### src/rtl/param_mod_pkg.sv
package param_mod_pkg;

    localparam logic [3:0] FN_FREQ  = 4'b0010;
    localparam logic [3:0] FN_AMPPH = 4'b0100;

    typedef enum logic [1:0] {
        ST_STREAM = 2'd0,
        ST_EMPTY  = 2'd1,
        ST_ARMED  = 2'd2
    } stage_state_e;

    function automatic int max3(input int a, input int b, input int c);
        int m;
        m = (a > b) ? a : b;
        return (m > c) ? m : c;
    endfunction

endpackage

### src/rtl/param_slot_timer.sv
module param_slot_timer #(
    parameter int DIV = 16
) (
    input  logic clk,
    input  logic rst,
    output logic tick
);
    localparam int CW = (DIV > 1) ? $clog2(DIV) : 1;
    localparam logic [CW-1:0] LAST = CW'(DIV - 1);

    logic [CW-1:0] cnt_q;

    always_ff @(posedge clk) begin
        if (rst)               cnt_q <= '0;
        else if (cnt_q == LAST) cnt_q <= '0;
        else                   cnt_q <= cnt_q + 1'b1;
    end

    assign tick = (cnt_q == LAST);

    AST_TICK_SPACED: assert property (@(posedge clk) disable iff (rst) tick |=> !tick);

endmodule

### src/rtl/param_stage_ctrl.sv
module param_stage_ctrl
    import param_mod_pkg::*;
#(
    parameter int DW = 32,
    parameter int FW = 32,
    parameter int PW = 16,
    parameter int AW = 12
) (
    input  logic          clk,
    input  logic          rst,
    input  logic          tick,
    input  logic [3:0]    func,
    input  logic [DW-1:0] data,
    input  logic          stream_en,
    input  logic          update,
    output logic          rel_f_v,
    output logic          rel_p_v,
    output logic          rel_a_v,
    output logic [FW-1:0] rel_f,
    output logic [PW-1:0] rel_p,
    output logic [AW-1:0] rel_a
);
    localparam int NPAR = 3;

    stage_state_e state_q, state_d;
    logic [NPAR-1:0] pend_q, pend_d, wr, rel;
    logic [FW-1:0]   hold_f;
    logic [PW-1:0]   hold_p;
    logic [AW-1:0]   hold_a;
    logic [FW-1:0]   in_f;
    logic [PW-1:0]   in_p;
    logic [AW-1:0]   in_a;

    assign in_f = data[FW-1:0];
    assign in_p = data[DW-1 -: PW];
    assign in_a = data[AW-1:0];

    always_comb begin
        wr[0] = tick && (func == FN_FREQ);
        wr[1] = tick && (func == FN_AMPPH);
        wr[2] = tick && (func == FN_AMPPH);
    end

    // holding registers
    always_ff @(posedge clk) begin
        if (rst) begin
            hold_f <= '0;
            hold_p <= '0;
            hold_a <= '0;
        end else begin
            if (wr[0]) hold_f <= in_f;
            if (wr[1]) hold_p <= in_p;
            if (wr[2]) hold_a <= in_a;
        end
    end

    // state register
    always_ff @(posedge clk) begin
        if (rst) begin
            state_q <= ST_EMPTY;
            pend_q  <= '0;
        end else begin
            state_q <= state_d;
            pend_q  <= pend_d;
        end
    end

    // next state and release outputs
    always_comb begin
        rel     = '0;
        rel_f   = hold_f;
        rel_p   = hold_p;
        rel_a   = hold_a;
        pend_d  = pend_q;
        unique case (state_q)
            ST_STREAM: begin
                rel    = wr;
                rel_f  = in_f;
                rel_p  = in_p;
                rel_a  = in_a;
                pend_d = '0;
            end
            ST_EMPTY: begin
                pend_d = wr;
            end
            ST_ARMED: begin
                if (update) rel = pend_q;
                pend_d = (pend_q & ~rel) | wr;
            end
            default: begin
                pend_d = '0;
            end
        endcase
        if (stream_en)      state_d = ST_STREAM;
        else if (|pend_d)   state_d = ST_ARMED;
        else                state_d = ST_EMPTY;
        if (stream_en && state_q != ST_STREAM) pend_d = '0;
    end

    assign rel_f_v = rel[0];
    assign rel_p_v = rel[1];
    assign rel_a_v = rel[2];

    AST_UNDECODED_KEEP: assert property (@(posedge clk) disable iff (rst)
        (tick && func != FN_FREQ && func != FN_AMPPH) |=> ($stable(hold_f) && $stable(hold_p) && $stable(hold_a)));
    AST_STAGED_QUIET: assert property (@(posedge clk) disable iff (rst)
        (state_q != ST_STREAM && !update) |-> !(rel_f_v || rel_p_v || rel_a_v));
    AST_IDLE_UPDATE: assert property (@(posedge clk) disable iff (rst)
        (state_q != ST_STREAM && update && pend_q == '0) |-> !(rel_f_v || rel_p_v || rel_a_v));
    AST_STREAM_CLEAN: assert property (@(posedge clk) disable iff (rst)
        (state_q == ST_STREAM) |=> (pend_q == '0));

endmodule

### src/rtl/param_delay_line.sv
module param_delay_line #(
    parameter int DW      = 32,
    parameter int NATIVE  = 2,
    parameter int MATCHED = 4
) (
    input  logic          clk,
    input  logic          rst,
    input  logic          matched,
    input  logic          in_v,
    input  logic [DW-1:0] in_d,
    output logic [DW-1:0] out_d
);
    localparam int NST = MATCHED - 1;

    logic          tap_v;
    logic [DW-1:0] tap_d;

    for (genvar k = 0; k < NST; k++) begin : g_st
        logic          v;
        logic [DW-1:0] d;
        if (k == 0) begin : g_first
            always_ff @(posedge clk) begin
                if (rst) begin
                    v <= 1'b0;
                    d <= '0;
                end else begin
                    v <= in_v;
                    d <= in_d;
                end
            end
        end else begin : g_next
            always_ff @(posedge clk) begin
                if (rst) begin
                    v <= 1'b0;
                    d <= '0;
                end else begin
                    v <= g_st[k-1].v;
                    d <= g_st[k-1].d;
                end
            end
        end
    end

    always_comb begin
        if (matched) begin
            tap_v = g_st[MATCHED-2].v;
            tap_d = g_st[MATCHED-2].d;
        end else begin
            tap_v = g_st[NATIVE-2].v;
            tap_d = g_st[NATIVE-2].d;
        end
    end

    always_ff @(posedge clk) begin
        if (rst)        out_d <= '0;
        else if (tap_v) out_d <= tap_d;
    end

endmodule

### src/rtl/param_mod_port.sv
module param_mod_port
    import param_mod_pkg::*;
#(
    parameter int DIV       = 16,
    parameter int DW        = 32,
    parameter int FW        = 32,
    parameter int PW        = 16,
    parameter int AW        = 12,
    parameter int LAT_FREQ  = 2,
    parameter int LAT_PHASE = 3,
    parameter int LAT_AMP   = 4
) (
    input  logic          clk,
    input  logic          rst,
    input  logic [31:0]   port_data,
    input  logic [3:0]    port_func,
    input  logic          stream_en,
    input  logic          match_lat_en,
    input  logic          amp_ctl_en,
    input  logic          update_pulse,
    output logic          slot_tick,
    output logic [31:0]   core_freq,
    output logic [15:0]   core_phase,
    output logic [11:0]   core_amp
);
    localparam int LAT_MAX = max3(LAT_FREQ, LAT_PHASE, LAT_AMP);

    logic          rf_v, rp_v, ra_v;
    logic [FW-1:0] rf;
    logic [PW-1:0] rp;
    logic [AW-1:0] ra;
    logic [AW-1:0] amp_q;

    param_slot_timer #(.DIV(DIV)) u_timer (
        .clk  (clk),
        .rst  (rst),
        .tick (slot_tick)
    );

    param_stage_ctrl #(.DW(DW), .FW(FW), .PW(PW), .AW(AW)) u_stage (
        .clk       (clk),
        .rst       (rst),
        .tick      (slot_tick),
        .func      (port_func),
        .data      (port_data),
        .stream_en (stream_en),
        .update    (update_pulse),
        .rel_f_v   (rf_v),
        .rel_p_v   (rp_v),
        .rel_a_v   (ra_v),
        .rel_f     (rf),
        .rel_p     (rp),
        .rel_a     (ra)
    );

    param_delay_line #(.DW(FW), .NATIVE(LAT_FREQ), .MATCHED(LAT_MAX)) u_dl_freq (
        .clk (clk), .rst (rst), .matched (match_lat_en),
        .in_v (rf_v), .in_d (rf), .out_d (core_freq)
    );

    param_delay_line #(.DW(PW), .NATIVE(LAT_PHASE), .MATCHED(LAT_MAX)) u_dl_phase (
        .clk (clk), .rst (rst), .matched (match_lat_en),
        .in_v (rp_v), .in_d (rp), .out_d (core_phase)
    );

    param_delay_line #(.DW(AW), .NATIVE(LAT_AMP), .MATCHED(LAT_MAX)) u_dl_amp (
        .clk (clk), .rst (rst), .matched (match_lat_en),
        .in_v (ra_v), .in_d (ra), .out_d (amp_q)
    );

    assign core_amp = amp_ctl_en ? amp_q : {AW{1'b1}};

    AST_QUIET_NO_TICK: assert property (@(posedge clk) disable iff (rst)
        (stream_en && $past(stream_en) && !slot_tick && !$past(slot_tick) && !$past(slot_tick, 2) && !$past(slot_tick, 3) && !$past(slot_tick, 4) && !$past(slot_tick, 5) && $past(!rst, 5))
        |=> $stable(core_freq) && $stable(core_phase));

endmodule

### config.mk
export PLATFORM = sky130hd
export DESIGN_NAME = param_mod_port
export DESIGN_NICKNAME = d
export VERILOG_FILES = /design/src/rtl/param_mod_pkg.sv /design/src/rtl/param_slot_timer.sv /design/src/rtl/param_stage_ctrl.sv /design/src/rtl/param_delay_line.sv /design/src/rtl/param_mod_port.sv
export SDC_FILE = /design/constraint.sdc
export NUM_CORES = 1
export LEC_CHECK = 0
export ABC_CLOCK_PERIOD_IN_PS = 3100
export BUFFER_PORTS_ARGS = -buffer_cell sky130_fd_sc_hd__buf_2
export CORE_ASPECT_RATIO = 0.6
export CORE_UTILIZATION = 63
export CTS_CLUSTER_SIZE = 40
export DETAILED_ROUTE_END_ITERATION = 12
export GPL_ROUTABILITY_DRIVEN = 0
export PLACE_DENSITY = 0.87
export SLEW_MARGIN = 30
export SYNTH_ARGS = -nofsm -noshare
export SYNTH_HDL_FRONTEND = slang
export SYNTH_SLANG_ARGS = --single-unit
### constraint.sdc
create_clock -name clk -period 3.1 [get_ports clk]
set_input_delay 0.62 -clock clk [delete_from_list [all_inputs] [get_ports clk]]
set_output_delay 0.62 -clock clk [all_outputs]
set_load 0.02 [all_outputs]
==> flow_summary_export.csv, run 1 <==
group,metric,value,unit
timing,worstMarginPinSlew,0.889,ns
synthesis,synthArstFlopShare,0,%
hold_path,hp-start,"stream_en",
timing,finClkSkew,0.00702,ns
setup_path,reg2reg_slack,1.11,ns
timing,tns,0,ns
routing,wl,22.6,mm
layout,regArea,0.00637,sq mm
routing,vias,7119,
power,p_per_area,627,mW/mm^2
layout,areaGrowthSynthToFinish,12.7,%
synthesis,ys_warn_count,0,
floorplanning,core,0.0171,sq mm
synthesis,synth_top_area_share,57.8,%
synthesis,syn_inst,1046,
global_routing,grt_pass1_wl,36.2,mm
floorplanning,die_x,173,um
synthesis,synth_ff_type,"dfxtp_1",
floorplanning,start_util,64.3,%
global_routing,grt_max_degree,103,
clock_network,cts_tree,"built",
synthesis,syn-num-nets,1092,
synthesis,synth_seq_area_share,57.8,%
power,p_leak,0.00500,uW
layout,final_util,72.5,%
routing,drc,1,
synthesis,syn_area_per_cell,10.5,sq um
synthesis,synth-edff-count,0,
synthesis,yosysTopAreaCell,"dfxtp_1",
setup_path,critPathLaunchType,"flip-flop",
clock_network,hold_buffers,0,
hold_path,min_to,"u_stage.state_q[0]",
place,dpl.cell_count,1320,
setup_path,slowest_stage,"dfxtp_1",
setup_path,reg2reg_from,"u_stage.state_q[0]",
routing,ant_nets,0,
routing,avgViaCountPerCell,5.20,
routing,wl_per_cell,16.5,um
run_status,status,"finished with violations",
setup_path,max_stage_delay,0.39,ns
layout,multi_input_area,0.00420,sq mm
routing,dr.pass1.iters,9,
layout,antennaDiodeCount,0,
setup_path,cp-end-kind,"output port",
clock_network,path_clk_slew,0.07,ns
timing,fin_crit,2.37,ns
global_routing,antenna_found_initial,0,
job,drv_cap,0,
power,ir_worst_vdd,0.000401,V
setup_path,reg2reg_to,"u_dl_freq.g_st[0].d[1]",
place,preCtsSetupSlack,1.05,ns
layout,drive_above_1_share,14.5,%
setup_path,crit_fanout,9,
clock_network,clk_latency,0.53,ns
clock_network,clockBufferDepth,3,
hold_path,hold_depth,2,
run_status,violations,"design-rule violations",
global_routing,grt_use_total,25.0,%
clock_network,cts_buffers,26,
setup_path,worstRegToRegCells,7,
global_routing,gr-total-overflow,0,
setup_path,timing_worst_setup_path_type,"flip-flop to output port",
timing,hold_violations,0,
timing,slew_headroom,40.7,%
floorplanning,row_count,37,
timing,fin_crit_sh,76.5,%
synthesis,ys_seq_elements,318,
setup_path,cp.required,2.48,ns
setup_path,critPathArrivalTime,1.75,ns
floorplanning,io-pin-count,103,
place,port_buffers,102,
place,hpwl,13.7,mm
timing,finalWorstSetupSlack,0.729,ns
layout,num-nets-final,1160,
timing,final-max-slew-violation-count,0,
hold_path,worstHoldPathType,"primary input to flip-flop",
timing,fmax,422,MHz
clock_network,postCtsSetupBuffers,0,
clock_network,clock_sinks,318,
timing,rsz0062_at_grt,"false",
synthesis,synthTopCellsByArea,"dfxtp_1, mux2i_1, nor2b_1",
routing,drt_iter0_drc,506,
clock_network,cts_htree_levels,1,
clock_network,clockRootBuffer,"clkbuf_16",
synthesis,netlist_area,0.0110,sq mm
clock_network,post_cts_resized,0,
setup_path,crit_path_cell_trace,"ha_1 > and3_1 > buf_2",
floorplanning,chipHeight,104,um
floorplanning,die_area,0.0180,sq mm
global_routing,grt_pass1_vias,6933,
synthesis,ys_types,36,
layout,final_cells,1368,
layout,nFillCells,1232,
timing,finalSetupViolations,0,
==> critical path, delay by kind of cell, from the launching register on <==
kind / cells / cell delay [ns]
and+or+nand+nor: 1 / 0.36
adders and majority gates: 1 / 0.24
DFF: 1 / 0.39
buffers and inverters: 1 / 0.25
==> through the flow <==
step                      area, sq um  hold slack, ns  total power [uW]
after floorplan                 11000           0.414              4430
after global placement          11500           0.416              4530
after detailed placement        11500           0.420              4540
after CTS                       12400           0.309              7820
after global routing            12400           0.317              8010
final                           12400           0.325              7780
==> per-layer routing <==
layer | share of wire (%) | global-route usage (%) | up-vias
li1 | - | - | 3569
met1 | 52 | 37.5 | 3345
met2 | 42 | 37.5 | 176
met3 | 4.8 | 4.13 | 29
met4 | 1.5 | 5.44 | 0
met5 | 0 | 0 | -
==> registers in the layout, indices dropped and copies added, names as in the netlist, 12 cells and up <==
register	cells
u_dl_phase.out_d	16
u_dl_amp.out_d	12
u_dl_amp.g_st.d	36
u_stage.hold_p	16
u_dl_freq.out_d	32
u_stage.hold_a	12
u_dl_phase.g_st.d	48
u_stage.hold_f	32
u_dl_freq.g_st.d	96
==> synth_stat cells (4+ instances only) <==
master,instances
nand2_1,89
nand2b_1,104
nor2b_1,129
buf_4,4
buf_2,19
dfxtp_1,318
ha_1,4
nor2_1,68
inv_1,4
mux2i_1,124
clkbuf_1,35
a211oi_1,48
buf_6,11
a21oi_1,60
==> cell families after synthesis <==
group	synth area share, %
compound gates	6.91
fa+ha+maj	0.454
flops	57.8
simple gates	19.2
mux	11.5
xor+xnor	0.0795
buf+inv	4.05
==> layout by cell type, fill, tap and decap left out, drive strengths merged <==
master / n
a211o: 1
a211oi: 48
a21o: 1
a21oi: 60
a311oi: 1
a31oi: 1
a32o: 3
and2: 2
and3: 2
buf: 114
bufinv: 2
clkbuf: 35
clkinv: 9
clkinvlp: 2
dfxtp: 318
ha: 4
inv: 4
mux2: 2
mux2i: 124
nand2: 89
nand2b: 104
nand3: 1
nor2: 68
nor2b: 129
nor3: 2
nor3b: 1
nor4b: 1
o211a: 1
o21a: 1
o21ai: 1
o31a: 1
o31ai: 1
xnor2: 1
==> area by class of cell <==
type / count / share of cell area, %
clock inverters: 13 / 0.997
multi-input cells: 650 / 33.9
inverters: 4 / 0.121
well taps: 234 / 2.36
flip-flops and latches: 318 / 51.3
repair buffers: 114 / 5.32
clock buffers: 35 / 6.09
==> where the power goes <==
group	total (uW)	switching [uW]	internal, uW
sequential	4150	21.9	4130
clock	3330	1440	1880
combinational	303	188	115
==> worst max-delay path by stage <==
stage / depth (start not counted) / endpoint / startpoint
detailed placement: 4 / u_stage.hold_a[6] / port_func[0]
finish: 3 / slot_tick / u_timer.cnt_q[0]
global route: 3 / slot_tick / u_timer.cnt_q[0]
CTS: 3 / slot_tick / u_timer.cnt_q[0]
floorplan: 2 / core_amp[10] / amp_ctl_en
global placement: 4 / u_dl_freq.out_d[3] / match_lat_en
No activity file was read; power rests on OpenSTA's default activity.
==> run 2, diff against run 1 <==
ABC_CLOCK_PERIOD_IN_PS = 2300   (was 3100)
CORE_UTILIZATION = 58   (was 63)
PLACE_DENSITY = 0.81   (was 0.87)
clock period = 2.3 ns   (was 3.1 ns; I/O delays follow)
==> run 2 against run 1 <==
The run still ends with design-rule violations left. Clock power rose by 45%. Cell area up 1.0%. Critical path type unchanged. Final cell count is 0.88% higher. Critical endpoint unchanged. Power increased by 39%. Sequential power increased by 35%. Combinational power up 36%. Worst setup slack worse by 0.52 ns. Non-clock buffer count is 5 higher. Global-route usage decreased by 3.2 points. Die area is 8.5% higher. Core utilization decreased by 4.0 points. Sequential share of layout area decreased by 0.52 points.
==> flow_summary_export.csv, run 2 (synthesis gave the netlist of run 1 again) <==
group,metric,value,unit
place,hpwl,13.7,mm
setup_path,timing_worst_setup_path_type,"flip-flop to output port",
timing,fmax,479,MHz
clock_network,postCtsSetupBuffers,0,
setup_path,critPathArrivalTime,1.63,ns
global_routing,grt_pass1_wl,33.7,mm
floorplanning,die_x,180,um
floorplanning,start_util,60.2,%
clock_network,clockRootBuffer,"clkbuf_16",
timing,finClkSkew,0.00651,ns
clock_network,clock_sinks,318,
power,p_per_area,863,mW/mm^2
clock_network,clockBufferDepth,3,
floorplanning,row_count,38,
timing,fin_crit,2.09,ns
run_status,status,"finished with violations",
power,ir_worst_vdd,0.000631,V
routing,dr.pass1.iters,11,
layout,largest_reg_flops,96,
power,finalPower,10800,uW
layout,final_common_cell,"dfxtp_1",
setup_path,cp.required,1.84,ns
timing,finalSetupViolations,0,
routing,vias,7023,
timing,final-max-slew-violation-count,0,
global_routing,grt_use_total,21.7,%
routing,wl,21.1,mm
layout,final_cell_mix,"dfxtp_1, nor2b_1, mux2i_1, nand2b_1, buf_2",
layout,final_cells,1380,
layout,regArea,0.00637,sq mm
timing,slew_headroom,51.1,%
layout,num-nets-final,1166,
layout,multi_input_area,0.00421,sq mm
layout,final_util,68.5,%
clock_network,hold_buffers,0,
clock_network,cts_buffers,27,
timing,finalWorstSetupSlack,0.212,ns
global_routing,gr-total-overflow,0,
floorplanning,io-pin-count,103,
hold_path,worstHoldPathType,"primary input to flip-flop",
timing,hold_violations,0,
floorplanning,chipHeight,109,um
routing,wl_per_cell,15.3,um
layout,areaGrowthSynthToFinish,13.9,%
global_routing,grt_max_degree,99,
layout,antennaDiodeCount,0,
place,port_buffers,102,
setup_path,crit_fanout,9,
layout,largest_registers,"u_dl_freq.g_st.d (96), u_dl_phase.g_st.d (48), u_dl_amp.g_st.d (36)",
floorplanning,core,0.0183,sq mm
run_status,violations,"design-rule violations",
place,preCtsSetupSlack,0.410,ns
timing,rsz0062_at_grt,"false",
clock_network,path_clk_slew,0.07,ns
floorplanning,die_area,0.0196,sq mm
timing,fin_crit_sh,90.8,%
routing,drc,8,
timing,worstMarginPinSlew,0.732,ns
place,dpl.cell_count,1331,
routing,drt_iter0_drc,497,
clock_network,clk_latency,0.52,ns
routing,avgViaCountPerCell,5.09,
layout,regMostFlops,"u_dl_freq.g_st.d",
layout,nFillCells,1373,
layout,drive_above_1_share,14.6,%
setup_path,critPathLaunchType,"flip-flop",
global_routing,grt_pass1_vias,6451,
clock_network,cts_tree,"built",
setup_path,cp-end-kind,"output port",
routing,ant_nets,0,
global_routing,antenna_found_initial,1,
clock_network,cts_htree_levels,1,
timing,tns,0,ns
power,p_leak,0.00506,uW
job,drv_cap,0,
-- run 2: changes by cell type in the layout (fill, tap and decap cells not counted), sizes merged --
cell,delta
clkbuf,+4
clkinv,-5
buf,+5
clkinvlp,-1
bufinv,+3
-- run 2: area by class of cell --
type | instances | area share [%]
flip-flops and latches | 318 | 50.7
multi-input cells | 650 | 33.5
clock buffers | 39 | 6.14
repair buffers | 119 | 5.66
well taps | 240 | 2.39
clock inverters | 10 | 1.42
inverters | 4 | 0.120
-- run 2: repair_timing --
item | 4_1_cts | 5_1_grt
endpoints found under the hold margin | 0 | 0
endpoints found under the setup margin | 0 | 1
gates resized for setup | 0 | 1
-- run 2: critical path: stages (launching register included) --
cell and delay [ns]:
dfxtp_1 0.38, ha_1 0.21, and3_2 0.30, buf_2 0.21
-- run 2: path summary, 6_finish.rpt --
path	startpoint	end	slack, ns	cells past startpoint
worst max-delay path	u_timer.cnt_q[0]	slot_tick	0.21	3
worst min-delay path	stream_en	u_stage.state_q[0]	0.18	2
worst max register to register	u_timer.cnt_q[0]	u_stage.hold_a[9]	0.51	4
worst min register to register	u_dl_freq.g_st[1].d[13]	u_dl_freq.g_st[2].d[13]	0.43	1
-- run 2: through the flow --
step | cell area (sq um) | hold slack (ns)
6_report | 12500 | 0.184
5_1_grt | 12500 | 0.192
2_1_floorplan | 11000 | 0.414
4_1_cts | 12500 | 0.167
3_5_place_dp | 11600 | 0.420
3_3_place_gp | 11600 | 0.416
-- run 2: report_power, final --
part           total, uW  internal, uW  switching, uW
logic                413           161            252
registers           5590          5560           27.1
clock network       4820          2890           1940
-- run 2: per-layer routing --
layer,vias to the layer above,wire length [um],global-route usage (%)
met5,-,0,0
met1,3267,11600,34.4
met4,0,314,5.17
met3,26,954,3.21
li1,3585,-,-
met2,145,8220,30.5
==> run 3, diff against run 2 <==
PLACE_DENSITY = 0.77   (was 0.81)
==> run 3 against run 2 <==
The flow still finishes with violations (design-rule violations). Final cell count about the same. Sequential power about the same. Highest routed layer unchanged. Largest power group unchanged. Clock power down 2%. Core utilization up 0.096 points. Routed wire length up 0.37%. Largest cell class unchanged. Non-clock buffer count down 1. Worst hold slack worse by 0.018 ns. Register-to-register slack worse by 0.08 ns. Combinational power up 1%. Clock skew up 0.0086 ns. Sequential cell count unchanged.
==> flow_summary_export.csv, run 3 (synthesis gave the netlist of run 1 again) <==
group,metric,value,unit
timing,slew_headroom,48.7,%
setup_path,crit_fanout,9,
setup_path,worstRegToRegCells,4,
layout,largest_registers,"u_dl_freq.g_st.d (96), u_dl_phase.g_st.d (48), u_dl_amp.g_st.d (36)",
routing,dr.pass1.iters,9,
setup_path,critPathBufInv,1,
timing,finalWorstSetupSlack,0.103,ns
layout,drive_above_1_share,14.8,%
power,ir_worst_vdd,0.000623,V
routing,vias,7029,
setup_path,cp-end-kind,"output port",
setup_path,critPathLaunchType,"flip-flop",
power,p_seq_share,52.0,%
power,pwr-share-clk,44.1,%
clock_network,hold_buffers,0,
setup_path,critical_path.top_delay_family,"flip-flops",
timing,rsz0062_at_grt,"false",
floorplanning,die_x,180,um
power,p_per_area,856,mW/mm^2
layout,areaGrowthSynthToFinish,14.0,%
clock_network,clock_sinks,318,
timing,finalSetupViolations,0,
power,p_sw_share,21.0,%
power,combinationalPowerShare,3.9,%
power,power_switching,2250,uW
global_routing,gr-total-overflow,0,
clock_network,clk_latency,0.53,ns
global_routing,antenna_found_initial,0,
timing,final-max-slew-violation-count,0,
hold_path,worstHoldPathType,"primary input to flip-flop",
clock_network,postCtsSetupBuffers,0,
place,port_buffers,102,
clock_network,cts_tree,"built",
setup_path,cp.required,1.84,ns
place,preCtsSetupSlack,0.478,ns
routing,drt_iter0_drc,501,
routing,wl_per_cell,15.3,um
clock_network,clockRootBuffer,"clkbuf_16",
clock_network,cts_buffers,27,
timing,fmax,455,MHz
timing,hold_violations,0,
setup_path,critPathArrivalTime,1.74,ns
floorplanning,die_area,0.0196,sq mm
layout,largest_reg_flops,96,
global_routing,grt_use_total,21.5,%
routing,drc,16,
setup_path,path_depth,3,
layout,num-nets-final,1165,
routing,ant_nets,0,
layout,regArea,0.00637,sq mm
run_status,status,"finished with violations",
floorplanning,start_util,60.2,%
layout,final_cell_mix,"dfxtp_1, nor2b_1, mux2i_1, nand2b_1, buf_2",
timing,fin_crit_sh,95.5,%
clock_network,clockBufferDepth,3,
clock_network,post_cts_resized,0,
timing,tns,0,ns
clock_network,path_clk_slew,0.07,ns
routing,wl,21.2,mm
hold_path,hold_depth,2,
power,p_leak,0.00506,uW
setup_path,timing_worst_setup_path_type,"flip-flop to output port",
setup_path,crit_path_cell_trace,"ha_1 > and3_1 > buf_2",
global_routing,grt_pass1_vias,6387,
global_routing,grt_max_degree,99,
layout,multi_input_area,0.00420,sq mm
power,p_int,8500,uW
layout,final_common_cell,"dfxtp_1",
floorplanning,chipHeight,109,um
run_status,violations,"design-rule violations",
layout,nFillCells,1419,
place,hpwl,13.5,mm
routing,avgViaCountPerCell,5.09,
clock_network,cts_htree_levels,1,
floorplanning,core,0.0183,sq mm
floorplanning,row_count,38,
setup_path,slowest_stage,"dfxtp_1",
job,drv_cap,0,
layout,regMostFlops,"u_dl_freq.g_st.d",
floorplanning,io-pin-count,103,
timing,fin_crit,2.20,ns
timing,finClkSkew,0.0151,ns
timing,worstMarginPinSlew,0.769,ns
global_routing,grt_pass1_wl,33.5,mm
setup_path,max_stage_delay,0.37,ns
==> run 3: cell count changes in the layout (fill, tap and decap cells not counted), sizes merged <==
cell      delta
clkinvlp     +1
inv          +1
clkinv       +1
bufinv       -2
diode        +1
buf          -1
==> run 3: final cells by class <==
| cell class | count | area share (%) |
|---|---|---|
| Multi-Input combinational cell | 650 | 33.5 |
| Sequential cell | 318 | 50.7 |
| Inverter | 4 | 0.120 |
| Clock buffer | 39 | 6.37 |
| Antenna cell | 1 | 0.0199 |
| Tap cell | 240 | 2.39 |
| Timing Repair Buffer | 118 | 5.80 |
| Clock inverter | 11 | 1.17 |
==> run 3: power by group through the flow <==
stage               registers, uW  logic, uW  clock network (uW)
floorplan                    5700        275                   0
global placement             5710        410                   0
detailed placement           5720        415                   0
CTS                          5590        417                4820
global route                 5590        453                5090
finish                       5590        417                4740
==> run 3: path summary, 6_finish.rpt <==
path                           startpoint                 endpoint  slack, ns
setup / recovery         u_timer.cnt_q[0]                slot_tick       0.10
setup reg to reg         u_timer.cnt_q[0]        u_stage.hold_p[9]       0.43
hold reg to reg   u_dl_phase.g_st[0].d[6]  u_dl_phase.g_st[1].d[6]       0.43
hold / removal                  stream_en       u_stage.state_q[0]       0.17
==> run 3: per-stage QoR <==
stage               total power [uW]  hold slack, ns  cell area [sq um]  cells  utilization, %
CTS                            10800           0.155              12600   1380            68.6
floorplan                       5980           0.414              11000   1046               -
global placement                6120           0.415              11600   1330            63.4
detailed placement              6130           0.422              11600   1330            63.4
finish                         10700           0.165              12600   1381            68.6
global route                   11100           0.150              12600   1380            68.6
==> run 3: layer usage <==
layer	up-vias	global-route usage [%]	wire (um)
li1	3587	-	-
met1	3278	34.3	11700
met2	147	30.1	8270
met3	17	3.77	973
met4	0	3.63	197
met5	-	0	0
==> run 3: worst reg2reg max path: stages, from the launching register on <==
cell and delay (ns):
dfxtp_1 0.37, ha_1 0.22, and3_1 0.36, and2_4 0.56, mux2i_1 0.27
